## config.mk

```make
export PLATFORM = sky130hd
export DESIGN_NAME = prox_irq_filter
export DESIGN_NICKNAME = d
export VERILOG_FILES = /design/src/rtl/prox_irq_pkg.sv /design/src/rtl/prox_window_cmp.sv /design/src/rtl/prox_run_counter.sv /design/src/rtl/prox_irq_latch.sv /design/src/rtl/prox_irq_filter.sv
export SDC_FILE = /design/constraint.sdc
export NUM_CORES = 1
export LEC_CHECK = 0
export ABC_CLOCK_PERIOD_IN_PS = 2100
export CELL_PAD_IN_SITES_DETAIL_PLACEMENT = 1
export CELL_PAD_IN_SITES_GLOBAL_PLACEMENT = 2
export CORE_MARGIN = 4
export CORE_UTILIZATION = 30
export CTS_CLUSTER_SIZE = 30
export DETAILED_ROUTE_END_ITERATION = 16
export DONT_BUFFER_PORTS = 1
export MAX_ROUTING_LAYER = met4
export PLACE_DENSITY_LB_ADDON = 0.1
export SYNTH_ARGS = -nofsm -noshare
export SYNTH_HDL_FRONTEND = slang
export SYNTH_SLANG_ARGS = --single-unit
export TNS_END_PERCENT = 30
```

## constraint.sdc

```tcl
create_clock -name clk -period 2.1 [get_ports clk]
set_input_delay 0.21 -clock clk [delete_from_list [all_inputs] [get_ports clk]]
set_output_delay 0.21 -clock clk [all_outputs]
set_load 0.02 [all_outputs]
```

## src/rtl/prox_irq_pkg.sv

```systemverilog
package prox_irq_pkg;
  localparam int unsigned DATA_W = 16;
  localparam int unsigned PERS_W = 4;
  typedef logic [DATA_W-1:0] result_t;
  typedef logic [PERS_W-1:0] pers_t;
endpackage

```

## src/rtl/prox_window_cmp.sv

```systemverilog
module prox_window_cmp #(
  parameter int unsigned DATA_W = prox_irq_pkg::DATA_W
) (
  input  logic [DATA_W-1:0] value,
  input  logic [DATA_W-1:0] lo,
  input  logic [DATA_W-1:0] hi,
  output logic              outside
);
  logic above_hi;
  logic below_lo;

  always_comb begin
    above_hi = (value > hi);
    below_lo = (value < lo);
    outside  = above_hi | below_lo;
  end
endmodule

```

## src/rtl/prox_run_counter.sv

```systemverilog
module prox_run_counter #(
  parameter int unsigned PERS_W = prox_irq_pkg::PERS_W
) (
  input  logic              clk,
  input  logic              rst_n,
  input  logic              step,
  input  logic              outside,
  input  logic              clr,
  output logic [PERS_W-1:0] cnt_next,
  output logic [PERS_W-1:0] cnt_q
);
  localparam logic [PERS_W-1:0] CNT_MAX = {PERS_W{1'b1}};

  logic [PERS_W-1:0] base;
  logic              cnt_en;

  // Next-state: the clear is applied first, then a strobed result updates the count.
  always_comb begin
    base   = clr ? '0 : cnt_q;
    cnt_en = step | clr;
    if (step) begin
      if (outside) begin
        cnt_next = (base == CNT_MAX) ? CNT_MAX : base + 1'b1;
      end else begin
        cnt_next = '0;
      end
    end else begin
      cnt_next = base;
    end
  end

  always_ff @(posedge clk or negedge rst_n) begin
    if (!rst_n) begin
      cnt_q <= '0;
    end else if (cnt_en) begin
      cnt_q <= cnt_next;
    end
  end
endmodule

```

## src/rtl/prox_irq_latch.sv

```systemverilog
module prox_irq_latch (
  input  logic clk,
  input  logic rst_n,
  input  logic set,
  input  logic clr,
  output logic pending
);
  logic pend_next;
  logic pend_en;

  // Next-state: a set in the same cycle as a clear wins.
  always_comb begin
    pend_en   = set | clr;
    pend_next = set;
  end

  always_ff @(posedge clk or negedge rst_n) begin
    if (!rst_n) begin
      pending <= 1'b0;
    end else if (pend_en) begin
      pending <= pend_next;
    end
  end
endmodule

```

## src/rtl/prox_irq_filter.sv

```systemverilog
module prox_irq_filter
  import prox_irq_pkg::*;
#(
  parameter int unsigned DATA_W = prox_irq_pkg::DATA_W,
  parameter int unsigned PERS_W = prox_irq_pkg::PERS_W
) (
  input  logic              clk,
  input  logic              rst_n,
  input  logic              res_valid,
  input  logic [DATA_W-1:0] res_value,
  input  logic [DATA_W-1:0] thr_lo,
  input  logic [DATA_W-1:0] thr_hi,
  input  logic [PERS_W-1:0] pers_cfg,
  input  logic              irq_en,
  input  logic              irq_clr,
  output logic              irq_n,
  output logic              irq_flag
);
  logic              outside;
  logic [PERS_W-1:0] cnt_next;
  logic [PERS_W-1:0] cnt_q;
  logic              every_mode;
  logic              run_met;
  logic              qualify;
  logic              pending;

  prox_window_cmp #(.DATA_W(DATA_W)) u_cmp (
    .value   (res_value),
    .lo      (thr_lo),
    .hi      (thr_hi),
    .outside (outside)
  );

  prox_run_counter #(.PERS_W(PERS_W)) u_cnt (
    .clk      (clk),
    .rst_n    (rst_n),
    .step     (res_valid),
    .outside  (outside),
    .clr      (irq_clr),
    .cnt_next (cnt_next),
    .cnt_q    (cnt_q)
  );

  always_comb begin
    every_mode = (pers_cfg == '0);
    run_met    = outside && (cnt_next >= pers_cfg);
    qualify    = res_valid && irq_en && (every_mode || run_met);
  end

  prox_irq_latch u_latch (
    .clk     (clk),
    .rst_n   (rst_n),
    .set     (qualify),
    .clr     (irq_clr),
    .pending (pending)
  );

  // Open-drain style pin: pulled low while pending, released (1) otherwise.
  always_comb begin
    irq_flag = pending;
    irq_n    = ~pending;
  end
endmodule

```

# Word-level counts from Yosys, hierarchy flattened
# Index checks and enable logic that the tools add are counted.
# word_totals
regBits	5
inputBits	57
out_inout_bits	2
word_cells	20
# classes
n_addsub	1
n_lt_le_gt_ge	3
n_eq_ne	1
muxes	4
bitwise_logic	4
reduce_logical	5
# op_table
cell	count
16-bit greater-than comparator	1
16-bit less-than comparator	1
4-bit 2-to-1 mux	4
4-bit by 1-bit adder with 4-bit output (second input constant)	1
4-bit equality test (second input constant)	1
4-bit >= comparator	1
4-bit zero test	1
1-bit logical AND	3
1-bit bitwise OR	3
1-bit logical OR	1
1-bit NOT	1

# Depth between registers and ports, before layout
# logic_depth
ltp_word	10
mapped_depth	14
depth_no_buf	14

# By module
# From an unflattened synthesis, not the netlist that was laid out.
# unflattened
hier_cells	157
area_unflattened_um2	1232.4
# by_module_without_submodules
mod	instances	cells_each	area_each_um2
prox_window_cmp	1	108	789.5
prox_run_counter	1	30	280.3
prox_irq_filter	1	16	126.4
prox_irq_latch	1	3	36.3

# Worst setup path after synthesis
# Ideal clock, no wire load.
# synth_path
kind	input to register
startpoint	in thr_hi[14]
endpoint	reg u_latch.pending
setup_time_ns	0.141
arrival_time_ns	2.584
slack_ns	-0.624
stages	14
path_buffers	0
cell_sequence	inv_1 > ha_1 > a21oi_2 > nand2_1 > a221oi_2 > or3b_4 > a32oi_4 > a2bb2oi_2 > ha_1 > nand2b_1 > a21oi_1 > nor2b_1 > o21ai_0 > a221oi_2
# synth_between
elab_chain_len	9
# synth_lines
element	line	source
from (decl)	prox_irq_filter.sv:12	input logic [DATA_W-1:0] thr_hi,
16-bit greater-than comparator *	prox_window_cmp.sv:13	above_hi = (value > hi);
1-bit bitwise OR *	prox_window_cmp.sv:15	outside = above_hi | below_lo;
4-bit 2-to-1 mux	prox_run_counter.sv:22	if (outside) begin
4-bit 2-to-1 mux	prox_run_counter.sv:21	if (step) begin
4-bit >= comparator	prox_irq_filter.sv:46	run_met = outside && (cnt_next >= pers_cfg);
1-bit logical AND *	prox_irq_filter.sv:46	
1-bit logical OR *	prox_irq_filter.sv:47	qualify = res_valid && irq_en && (every_mode || run_met);
1-bit logical AND *	prox_irq_filter.sv:47	
1-bit bitwise OR	prox_irq_latch.sv:13	pend_en = set | clr;
to (signal assigned)	prox_irq_latch.sv:21	pending <= pend_next;
to (decl)	prox_irq_latch.sv:6	output logic pending
# Mark *: on every way between the ends. The rest lies on a longest branch, timed or not.
# A chain may end at the register's enable or synchronous reset.

# Final worst setup path
# layout_path
startpoint	in res_value[15]
endpoint	reg u_latch.pending
# layout_between
elab_chain_len	9
word_cells_on_any_way	10
# layout_lines
element	line	source
from (decl)	prox_irq_filter.sv:10	input logic [DATA_W-1:0] res_value,
16-bit greater-than comparator / 16-bit less-than comparator (equally long branches)	prox_window_cmp.sv:13, prox_window_cmp.sv:14	
1-bit bitwise OR *	prox_window_cmp.sv:15	
4-bit 2-to-1 mux	prox_run_counter.sv:22	
4-bit 2-to-1 mux	prox_run_counter.sv:21	
4-bit >= comparator	prox_irq_filter.sv:46	
1-bit logical AND *	prox_irq_filter.sv:46	
1-bit logical OR *	prox_irq_filter.sv:47	
1-bit logical AND *	prox_irq_filter.sv:47	
1-bit bitwise OR	prox_irq_latch.sv:13	
# Marks and branches as above.

==> impl_metrics.env <==
export IMPL_num_io_pins=59
export IMPL_postSynthCellCount=159
export IMPL_vias=1186
export IMPL_start_util=0.312
export IMPL_p_seq_frac=0.187
export IMPL_die_x_um=72.5
export IMPL_worstMarginPinSlew_ns=0.388
export IMPL_wl_per_cell_um=15.1
export IMPL_avgSynthCellArea_um2=7.84
export IMPL_cp_start_kind="input port"
export IMPL_cts_sinks=5
export IMPL_drt_iter0_drc=10
export IMPL_syn_area_um2=1250
export IMPL_grt_pass1_vias=1310
export IMPL_num_nets_final=273
export IMPL_peakVddDrop_uv=326
export IMPL_place_gp_congestion=0.828
export IMPL_r2r_end="u_latch.pending"
export IMPL_syn_nets=252
export IMPL_rr_worst_depth=13
export IMPL_slowest_delay_ns=0.41
export IMPL_holdPathStages=1
export IMPL_synth_seq_cells=5
export IMPL_power_density_nw_per_um2=340
export IMPL_switching_share=0.320
export IMPL_vias_per_cell=5.18
export IMPL_max_freq_mhz=424
export IMPL_crit_path_frequent_cell="a221oi_2"
export IMPL_rsz0062_at_grt="yes"
export IMPL_setup_viol=1
export IMPL_drv_cap=0
export IMPL_maxSlewViolCount=0
export IMPL_rows=23
export IMPL_seq_area_frac_synth=0.100
export IMPL_antenna_found_initial=0
export IMPL_r2r_start="u_cnt.cnt_q[0]"
export IMPL_grt_met2_usage=0.258
export IMPL_grt_max_degree=10
export IMPL_port_buffers=0
export IMPL_cpMaxStageDelayCell="or3b_4"
export IMPL_period_share=1.12
export IMPL_die_area_um2=5250
export IMPL_final_hold_viol_count=0
export IMPL_worstSkewPairLatency_ns=0.22
export IMPL_htreeDepth=1
export IMPL_rrSetupSlack_ns=-0.14
export IMPL_power_leakage_nw=0.805
export IMPL_status="finished, violations left"
export IMPL_violations="setup timing"
export IMPL_cts_tree="done"
export IMPL_fin_ws_ns=-0.260
export IMPL_grt_pass1_wl_mm=5.63
export IMPL_coreArea_um2=4000
export IMPL_yosysUniqueCellTypes=32
export IMPL_clk_pin_slew_ns=0.04
export IMPL_grt_usage=0.138
export IMPL_cp_max_fo=4
export IMPL_drive_above_1_share=0.313
export IMPL_use_met3=0.0235
export IMPL_relSlewSlack=0.739
export IMPL_dieHeight_um=72.5
export IMPL_power_share_clock=0.316
export IMPL_final_util=0.419
export IMPL_cts_root_buf="clkbuf_8"
export IMPL_cts_buffers=3
export IMPL_tns_ns=-0.260
export IMPL_cp_arrival_ns=2.46
export IMPL_switchingPower_uw=182
export IMPL_area_growth_pct=34.4
export IMPL_use_met1=0.155
export IMPL_clock_path_buffers=2
export IMPL_cp_end_kind="flip-flop"
export IMPL_crit_required_ns=2.20
export IMPL_drtPass1Iterations=4
export IMPL_yosys_warnings=0
export IMPL_final_setup_skew_ns=0.00161
export IMPL_crit_type="input port to flip-flop"
export IMPL_period_needed_ns=2.36
export IMPL_grt_busiest_layer="met2"
export IMPL_dpl_hpwl_mm=3.11
export IMPL_drc=0
export IMPL_antennaDiodeCount=0
export IMPL_internal_power_uw=387
export IMPL_comb_power_share=0.497
export IMPL_hold_path_class="input port to flip-flop"
export IMPL_path_cells="ha_4 -> nand4_1 -> nor2_2 -> a221oi_2 -> or3b_4 -> a32oi_4 -> a2bb2oi_2 -> ha_1 -> nand2b_4 -> a21oi_2 -> nor2b_1 -> o21ai_1 -> a221oi_2"
export IMPL_ant_nets=0
export IMPL_hp_start="res_valid"
export IMPL_finalWirelength_mm=3.46
export IMPL_whs_endpoint="u_cnt.cnt_q[3]"
export IMPL_overflow=0
through the flow:
step                      total power, mW  setup WS (ns)  cells  area [um2]  hold WS [ns]
after global routing                0.632         -0.397    229        1680        0.0826
after CTS                           0.576         -0.315    229        1670        0.0836
after detailed placement            0.361         -0.618    222        1540       -0.0854
final                               0.570         -0.260    229        1680        0.0808
after floorplan                     0.284         -0.470    159        1380       -0.0856
after global placement              0.356         -0.613    222        1540       -0.0854
power by group through the flow:
stage | clock (mW) | sequential [mW] | combinational, mW
floorplan | 0 | 0.107 | 0.177
global placement | 0 | 0.107 | 0.248
detailed placement | 0 | 0.108 | 0.253
CTS | 0.184 | 0.107 | 0.286
global route | 0.199 | 0.107 | 0.325
finish | 0.180 | 0.107 | 0.283
routing by layer:
layer / vias to the layer above / wire length [um]
met5: - / 0
met4: 0 / 23
met3: 3 / 151
met2: 31 / 1880
met1: 550 / 1400
li1: 602 / -
registers in the layout, indices dropped and copies added (netlist names):
register         count
u_cnt.cnt_q          4
u_latch.pending      1
timing repair:
action                     CTS  global route
pin swaps                   13             1
buffers inserted             2             0
resized for setup           14             2
hold endpoints to repair     5             0
setup endpoints to repair    1             1
hold buffers                 1             0
cell type report:
| cell class | instances | area, um2 |
|---|---|---|
| flip-flops and latches | 5 | 125 |
| fillers | 478 | 2320 |
| multi-input cells | 116 | 1150 |
| clock buffers | 4 | 45.0 |
| inverters | 37 | 161 |
| repair buffers | 17 | 134 |
| well taps | 50 | 62.6 |
logic make-up after synthesis:
| family | share of synthesized area |
|---|---|
| compound gates | 0.235 |
| simple gates | 0.189 |
| fa+ha+maj | 0.361 |
| buf+inv | 0.114 |
| flops | 0.100 |
synthesized netlist by cell type (all sizes together):
master	instances	share of area
nand2	12	0.036
and4	2	0.014
a2bb2oi	1	0.012
nor2b	6	0.030
a32oi	1	0.022
or3b	1	0.0090
a211oi	1	0.0060
nor4	2	0.015
o2bb2ai	3	0.021
a21oi	15	0.063
o211ai	1	0.0060
and2	1	0.0050
dfrtp	5	0.10
buf	1	0.0030
o32ai	2	0.014
nor2	5	0.017
nand3	5	0.020
o21a	1	0.0060
ha	36	0.36
nand4	3	0.015
o21ai	4	0.016
a21o	2	0.012
inv	37	0.11
a21boi	1	0.0090
nand2b	3	0.015
a2111o	1	0.0090
nor3	3	0.012
a221oi	4	0.038
worst max path at each step:
| stage | start | endpoint | cells past startpoint |
|---|---|---|---|
| 4_1_cts | res_value[15] | u_latch.pending | 13 |
| 3_5_place_dp | thr_hi[5] | u_latch.pending | 14 |
| 5_1_grt | thr_hi[14] | u_latch.pending | 14 |
| 2_1_floorplan | thr_hi[5] | u_latch.pending | 14 |
| 3_3_place_gp | thr_hi[5] | u_latch.pending | 14 |
| 6_report | res_value[15] | u_latch.pending | 13 |
worst max-delay path: cells and delay by family:
family / cells / cell delay, ns
simple gates: 5 / 0.84
fa+ha+maj: 2 / 0.45
compound gates: 6 / 0.95
cells in the final DEF, fill, tap and decap left out, types with 5 or more instances in the layout:
cell	Yosys	final
nor2b_1	6	6
nand2_1	12	11
nand3_1	5	5
buf_4	0	15
dfrtp_1	5	5
ha_4	0	10
ha_1	36	26
a21oi_1	14	11
inv_2	0	6
inv_1	37	27
Note: power is estimated with default switching activity, not from simulation.
